`src/rtl/awd_pkg.sv`:
```
package awd_pkg;

    localparam int CLK_THR_W = 20;
    localparam int DMA_THR_W = 16;
    localparam int NUM_MON   = 3;
    localparam int SYNC_LEN  = 2;

    typedef enum logic [1:0] {
        MON_SCK  = 2'd0,
        MON_LRCK = 2'd1,
        MON_DREQ = 2'd2
    } mon_e;

    typedef struct packed {
        logic                 en;
        logic [CLK_THR_W-1:0] limit;
    } chk_cfg_t;

    function automatic chk_cfg_t unpack_clk_cfg(input logic [CLK_THR_W:0] word);
        chk_cfg_t c;
        c.en    = word[0];
        c.limit = word[CLK_THR_W:1];
        return c;
    endfunction

    function automatic chk_cfg_t unpack_dma_cfg(input logic [DMA_THR_W:0] word);
        chk_cfg_t c;
        c.en    = word[DMA_THR_W];
        c.limit = {{(CLK_THR_W-DMA_THR_W){1'b0}}, word[DMA_THR_W-1:0]};
        return c;
    endfunction

    function automatic logic cfg_active(input chk_cfg_t c);
        return c.en && (c.limit != '0);
    endfunction

endpackage

```
`src/rtl/awd_sync.sv`:
```
module awd_sync #(
    parameter int WIDTH  = 3,
    parameter int STAGES = 2
) (
    input  logic             clk,
    input  logic             rst,
    input  logic [WIDTH-1:0] async_i,
    output logic [WIDTH-1:0] level_o,
    output logic [WIDTH-1:0] change_o
);
    logic [WIDTH-1:0] stage_q [STAGES];
    logic [WIDTH-1:0] prev_q;

    genvar s;
    generate
        for (s = 0; s < STAGES; s++) begin : g_stage
            if (s == 0) begin : g_first
                always_ff @(posedge clk) begin
                    if (rst) stage_q[s] <= '0;
                    else     stage_q[s] <= async_i;
                end
            end else begin : g_next
                always_ff @(posedge clk) begin
                    if (rst) stage_q[s] <= '0;
                    else     stage_q[s] <= stage_q[s-1];
                end
            end
        end
    endgenerate

    always_ff @(posedge clk) begin
        if (rst) prev_q <= '0;
        else     prev_q <= stage_q[STAGES-1];
    end

    assign level_o  = stage_q[STAGES-1];
    assign change_o = stage_q[STAGES-1] ^ prev_q;

endmodule

```
`src/rtl/awd_stall_timer.sv`:
```
module awd_stall_timer
    import awd_pkg::*;
(
    input  logic     clk,
    input  logic     rst,
    input  chk_cfg_t cfg_i,
    input  logic     change_i,
    output logic     timeout_o
);
    logic [CLK_THR_W-1:0] cnt_q;
    logic                 armed;
    logic                 at_edge_of_limit;

    assign armed            = cfg_active(cfg_i);
    assign at_edge_of_limit = (cnt_q == cfg_i.limit - CLK_THR_W'(1));
    assign timeout_o        = armed && !change_i && at_edge_of_limit;

    always_ff @(posedge clk) begin
        if (rst) begin
            cnt_q <= '0;
        end else if (!armed || change_i) begin
            cnt_q <= '0;
        end else if (cnt_q < cfg_i.limit) begin
            cnt_q <= cnt_q + CLK_THR_W'(1);
        end
    end

endmodule

```
`src/rtl/awd_flag_bank.sv`:
```
module awd_flag_bank #(
    parameter int N = 3
) (
    input  logic         clk,
    input  logic         rst,
    input  logic [N-1:0] set_i,
    input  logic [N-1:0] clr_i,
    output logic [N-1:0] flags_o
);
    logic [N-1:0] flag_q;

    genvar k;
    generate
        for (k = 0; k < N; k++) begin : g_flag
            always_ff @(posedge clk) begin
                if (rst)           flag_q[k] <= 1'b0;
                else if (set_i[k]) flag_q[k] <= 1'b1;
                else if (clr_i[k]) flag_q[k] <= 1'b0;
            end
        end
    endgenerate

    assign flags_o = flag_q;

endmodule

```
`src/rtl/audio_clk_watchdog.sv`:
```
module audio_clk_watchdog
    import awd_pkg::*;
(
    input  logic                 clk,
    input  logic                 rst,
    input  logic                 sck_in,
    input  logic                 lrck_in,
    input  logic                 dreq_in,
    input  logic [CLK_THR_W:0]   clk_chk_cfg,
    input  logic [DMA_THR_W:0]   dma_chk_cfg,
    input  logic [NUM_MON-1:0]   flag_clr,
    output logic [NUM_MON-1:0]   flags,
    output logic                 irq
);
    logic [NUM_MON-1:0] raw_in;
    logic [NUM_MON-1:0] sync_lvl;
    logic [NUM_MON-1:0] sync_chg;
    logic [NUM_MON-1:0] tmo_hit;
    chk_cfg_t           cfg_sel [NUM_MON];

    assign raw_in[MON_SCK]  = sck_in;
    assign raw_in[MON_LRCK] = lrck_in;
    assign raw_in[MON_DREQ] = dreq_in;

    assign cfg_sel[MON_SCK]  = unpack_clk_cfg(clk_chk_cfg);
    assign cfg_sel[MON_LRCK] = unpack_clk_cfg(clk_chk_cfg);
    assign cfg_sel[MON_DREQ] = unpack_dma_cfg(dma_chk_cfg);

    awd_sync #(
        .WIDTH  (NUM_MON),
        .STAGES (SYNC_LEN)
    ) u_sync (
        .clk      (clk),
        .rst      (rst),
        .async_i  (raw_in),
        .level_o  (sync_lvl),
        .change_o (sync_chg)
    );

    genvar m;
    generate
        for (m = 0; m < NUM_MON; m++) begin : g_mon
            awd_stall_timer u_timer (
                .clk       (clk),
                .rst       (rst),
                .cfg_i     (cfg_sel[m]),
                .change_i  (sync_chg[m]),
                .timeout_o (tmo_hit[m])
            );
        end
    endgenerate

    awd_flag_bank #(
        .N (NUM_MON)
    ) u_flags (
        .clk     (clk),
        .rst     (rst),
        .set_i   (tmo_hit),
        .clr_i   (flag_clr),
        .flags_o (flags)
    );

    assign irq = |flags;

    logic unused_lvl;
    assign unused_lvl = ^sync_lvl;

endmodule

```
`config.mk`:
```
export PLATFORM = sky130hd
export DESIGN_NAME = audio_clk_watchdog
export DESIGN_NICKNAME = d
export VERILOG_FILES = /design/src/rtl/awd_pkg.sv /design/src/rtl/awd_sync.sv /design/src/rtl/awd_stall_timer.sv /design/src/rtl/awd_flag_bank.sv /design/src/rtl/audio_clk_watchdog.sv
export SDC_FILE = /design/constraint.sdc
export NUM_CORES = 1
export LEC_CHECK = 0
export BUFFER_PORTS_ARGS = -buffer_cell sky130_fd_sc_hd__buf_2
export CORE_ASPECT_RATIO = 0.75
export CORE_UTILIZATION = 59
export CTS_CLUSTER_SIZE = 24
export DETAILED_ROUTE_END_ITERATION = 8
export GPL_ROUTABILITY_DRIVEN = 0
export PLACE_DENSITY_LB_ADDON = 0.12
export SLEW_MARGIN = 40
export SYNTH_ARGS = -nofsm -noshare
export SYNTH_HDL_FRONTEND = slang
export SYNTH_SLANG_ARGS = --single-unit
```
`constraint.sdc`:
```
create_clock -name clk -period 3.3 [get_ports clk]
set_input_delay 0.165 -clock clk [delete_from_list [all_inputs] [get_ports clk]]
set_output_delay 0.165 -clock clk [all_outputs]
set_load 0.1 [all_outputs]
```
# Word level (Yosys, flattened, before mapping)
# Memories as Yosys holds them, arrays and structs flattened.
# Index checks and enable logic that the tools add are counted.
# op_classes
addsub,5
magnitude_cmp,3
eq_ne,3
mux,11
bitwise,3
n_reduce_logical,25
# ops
cell,count
"20-bit by 1-bit adder with 20-bit output, second input constant",3
20-bit == test,3
20-bit less-than comparator,2
20-bit nonzero test,2
20-bit by 16-bit less-than comparator with 1-bit output,1
"20-bit by 1-bit subtractor with 20-bit output, second input constant",1
"16-bit by 1-bit subtractor with 17-bit output, second input constant",1
1-bit two-way mux,9
1-bit logical AND,8
3-bit two-way mux,2
2-bit nonzero test,3
2-bit OR reduction,3
1-bit zero test,5
1-bit logical OR,3
3-bit OR reduction,1
3-bit XOR,1
1-bit bitwise OR,2
# word_totals
reg_bits,66
ram_bits,6
inputBits,46
output_inout_bits,4
n_memories,1
# memory_table
memory,depth,width,rd,rd_ports_with_merged_regs,wr,line_no,text
u_sync.stage_q,2,3,2,0,2,awd_sync.sv:11,logic [WIDTH-1:0] stage_q [STAGES];

# Depth between registers and ports, before layout
# An unclocked memory read counts as a cell.
# logic_depth
ltp_word,6
mapped_depth,12
ltp_nobuf,10

# By module
# A second synthesis with hierarchy kept.
# unflattened
hier_cells,866
hier_area_um2,6991.7
# modules_own_cells
module,n_inst,cells_each,area_per_inst_um2,seq_area_each_um2
awd_stall_timer,3,277,2204.6,400.4
awd_sync,1,21,262.8,180.2
awd_flag_bank,1,12,105.1,60.1
audio_clk_watchdog,1,2,10.0,0.0

# Least setup slack after synthesis
# No wires, ideal clock.
# synth_timing
path_kind,input to register
start,input clk_chk_cfg[14]
end,register g_mon[0].u_timer.cnt_q[11]
setup_ps,74
arrival_ps,2443
required_time_ps,3226
setup_slack_ps,783
stages,11
n_path_buf,2
cell_sequence,clkbuf_1 inv_1 ha_1 a21o_1 a21o_1 a211oi_1 o31ai_1 clkbuf_1 or2_2 or3_1 a21oi_1
# synth_via
elab_chain_len,5
# synth_lines
element,line_no,text
"start, declared",audio_clk_watchdog.sv:9,"input logic [CLK_THR_W:0] clk_chk_cfg,"
branches (longest 5 deep; another with 20-bit less-than comparator),-,
"end signal, assigned",awd_stall_timer.sv:24,cnt_q <= cnt_q + CLK_THR_W'(1);
"end, declared",awd_stall_timer.sv:10,logic [CLK_THR_W-1:0] cnt_q;
# Several ways; the timed one is not identified.
# A chain may end at the register's enable or synchronous reset.

# Final worst setup path
# layout_timing
start,register g_mon[1].u_timer.cnt_q[1]
end,register g_mon[1].u_timer.cnt_q[11]
# layout_via
elab_chain_len,1
# layout_lines
element,line_no
"start, declared",awd_stall_timer.sv:10
"start signal, assigned",awd_stall_timer.sv:24
20-bit by 1-bit adder with 20-bit output / 20-bit less-than comparator (equally long branches),"awd_stall_timer.sv:24, awd_stall_timer.sv:23"
# Parallel ways exist; a longest one is shown, timed or not.

==> reports/metrics.yaml <==
setup_path:
  required_ns: 3.57
  crit_type: "flip-flop to flip-flop"
  crit_family: "simple AND/OR/NAND/NOR gates"
  critPathLaunchType: "flip-flop"
  worst_path_most_repeated_cell: "o21a_1"
  cp-startpoint: "g_mon[1].u_timer.cnt_q[1]$_SDFFE_PP0N_"
  cpPeakStageDelay_ns: 0.52
  worstPathMaxFanout: 14
  cp-end-kind: "flip-flop"
  cp_cell_sequence: "ha_1 -> nor2b_1 -> o21a_1 -> o21a_1 -> o21ai_0 -> nand3_1 -> or2_2 -> or4_1 -> a21oi_1"
  path_buf_inv: 0
  endpoint: "g_mon[1].u_timer.cnt_q[11]$_SDFFE_PP0N_"
  r2r-end: "g_mon[1].u_timer.cnt_q[11]$_SDFFE_PP0N_"
  cp_slowest_cell: "or4_1"
  reg2reg_depth: 9
  cp.depth: 9
  arrival_ns: 3.05
  regToRegStartpoint: "g_mon[1].u_timer.cnt_q[1]$_SDFFE_PP0N_"
  ff2ff_setup_slack_ns: 0.52
grt:
  overflow: 0
  grt_start_max_net_pins: 16
  grt_pass1_vias: 5111
  grt_antenna_before_repair: 0
  grt_pass1_wl_mm: 25.4
  grt_usage_pct: 31.1
pwr:
  switchingPower_mw: 0.537
  leakagePower_nw: 2.80
  seq_power_share_pct: 38.4
  intPower_mw: 1.77
  ir_drop_mv: 0.283
  power_density_nw_per_um2: 346
  p_clk_share_pct: 50.0
  p_sw_share_pct: 23.3
  comb_power_share_pct: 11.6
logic_synthesis:
  synth_cells: 733
  yosysTopAreaCell: "dfxtp_1"
  yosysSeqAreaShare_pct: 24.5
  synth-seq-cells: 72
  yosysWarnings: 0
  synth_edf_count: 0
  syn_area_um2: 5890
  ys_async_sr_fraction_pct: 0
  yosysTopAreaCellShare_pct: 24.5
  avgSynthCellArea_um2: 8.03
  synth_fp_nets: 841
  ys.flop_type: "dfxtp_1"
  synth.area.top_cells: "dfxtp_1, ha_1, xnor2_1"
  yosys.cell_types.count: 59
run_status:
  status: "completed"
placed_design:
  io_buffer_count: 49
  dp_hpwl_mm: 12.6
  pre_cts_ws_ns: 0.430
floorplanning:
  die_y_um: 88.5
  rows: 31
  coreArea_um2: 9660
  initial_core_util_pct: 61.0
  die_x_um: 117
  ios: 50
  die-area_um2: 10400
clocking:
  cts_root_buffer: "clkbuf_16"
  clk_latency_ns: 0.34
  cts_buffers: 9
  ctsHoldBuffers: 0
  cts.sink_count: 72
  cts-htree-levels: 3
  clock_path_buffers: 2
  cts_tree: "done"
  post-cts-setup-buffers: 0
  post_cts_resized: 0
  clk_pin_slew_ns: 0.06
timing:
  worstMarginPinSlew_ns: 0.669
  grt_setup_unrepaired: "false"
  timing.final.hold_violations: 0
  slew_headroom_pct: 55.2
  skew_ns: 0.00679
  setup_violations: 0
  whs_ns: 0.0439
  final.period_utilization_pct: 84.2
  clock.fmax_mhz: 360
  fin_ws_ns: 0.520
  slew_violations: 0
  fin_crit_ns: 2.78
  setup_tns_ns: 0
job:
  cap_viol_max_count: 0
route:
  num_vias: 5740
  first_iter_violations: 507
  avgRoutedWirePerCell_um: 17.4
  vias_per_cell: 6.25
  wirelength_mm: 16.0
  dr.pass1.iters: 5
  drc_errors: 0
  final_antenna_net_count: 0
final_layout:
  antennaDiodeCount: 0
  drive_gt1_share_pct: 12.2
  area_growth_pct: 13.1
  finalNetCount: 890
hold_path:
  hp-class: "input port to flip-flop"
-- cell usage after synthesis, drive strengths merged (12+ instances only) --
master,instances
xnor2,80
dfxtp,72
ha,62
nor2,51
inv,50
nand2,40
a21oi,37
nand3,33
nor3,31
o21ai,26
nand4,24
a21o,19
or3,19
clkbuf,18
nor4,16
and3,14
nor2b,14
or4,14
xor2,12
-- area by class of cell --
type,count,area [um^2]
Fill cell,796,3000
Clock buffer,12,256
Sequential cell,72,1440
Tap cell,132,165
Multi-Input combinational cell,588,4170
Timing Repair Buffer,61,335
Inverter,50,188
Clock inverter,4,98.8
-- metal layers --
layer | GRT usage [%] | wire length [um]
met1 | 44.3 | 7470
met2 | 48.7 | 6960
met3 | 4.90 | 1310
met4 | 9.33 | 263
met5 | 0 | 0
-- metrics by stage --
stage	power, mW	util, %	cell area (um^2)	cells
after CTS	2.31	68.9	6660	919
final	2.30	68.9	6660	919
after floorplan	1.06	-	5890	733
after global placement	1.15	65.2	6300	903
after detailed placement	1.16	65.3	6300	903
after global routing	2.37	68.9	6660	919
-- logic make-up (layout without fill, tap and decap cells) --
logic type / count (synthesis) / in the layout / synth area share [%]
adder cells (fa/ha/maj): 62 / 62 / 13.2
AND/OR/NAND/NOR: 295 / 295 / 27.8
XOR/XNOR: 92 / 92 / 13.7
AO/OA/AOI/OAI: 134 / 134 / 15.2
buffers and inverters: 73 / 127 / 4.74
flip-flops: 72 / 72 / 24.5
multiplexers: 5 / 5 / 0.871
-- registers in the layout, summed over array words and instances, names as in the netlist --
signal / flops
g_mon.u_timer.cnt_q: 60
u_sync.stage_q: 6
u_flags.flags_o: 3
u_sync.prev_q: 3
-- layout by cell type, fill, tap and decap left out, types with 14 or more instances in the layout --
master / netlist / routed
xnor2_1: 80 / 80
nor4_1: 15 / 15
nand4_1: 24 / 24
or3_1: 19 / 19
buf_2: 3 / 49
ha_1: 62 / 62
a21o_1: 19 / 19
nor2b_1: 14 / 14
and3_1: 14 / 14
nand3_1: 33 / 33
nor2_1: 51 / 51
nor3_1: 30 / 30
nand2_1: 39 / 39
a21oi_1: 37 / 37
o21ai_0: 26 / 26
inv_1: 50 / 50
dfxtp_1: 72 / 72
-- power groups by stage --
stage	Clock [mW]	Combinational [mW]	Sequential, mW
3_5_place_dp	0	0.260	0.903
3_3_place_gp	0	0.250	0.903
5_1_grt	1.19	0.292	0.885
2_1_floorplan	0	0.162	0.901
6_report	1.15	0.268	0.884
4_1_cts	1.17	0.263	0.884
-- worst register-to-register path: stages (launching register included) --
cell and delay [ns]:
dfxtp_1 0.48, ha_1 0.31, nor2b_1 0.14, o21a_1 0.16, o21a_1 0.16, o21ai_0 0.17
nand3_1 0.18, or2_2 0.44, or4_1 0.53, a21oi_1 0.16
-- worst min-delay path by stage --
| stage | cells past startpoint | from | slack (ns) | to |
|---|---|---|---|---|
| floorplan | 1 | rst | 0.24 | u_sync.prev_q[0]$_SDFF_PP0_ |
| global placement | 2 | lrck_in | 0.38 | u_sync.stage_q[0][1]$_SDFF_PP0_ |
| detailed placement | 2 | dreq_in | 0.39 | u_sync.stage_q[0][2]$_SDFF_PP0_ |
| CTS | 2 | sck_in | 0.04 | u_sync.stage_q[0][0]$_SDFF_PP0_ |
| global route | 2 | sck_in | 0.08 | u_sync.stage_q[0][0]$_SDFF_PP0_ |
| finish | 2 | sck_in | 0.04 | u_sync.stage_q[0][0]$_SDFF_PP0_ |
Power figures use the tool's default switching activity.
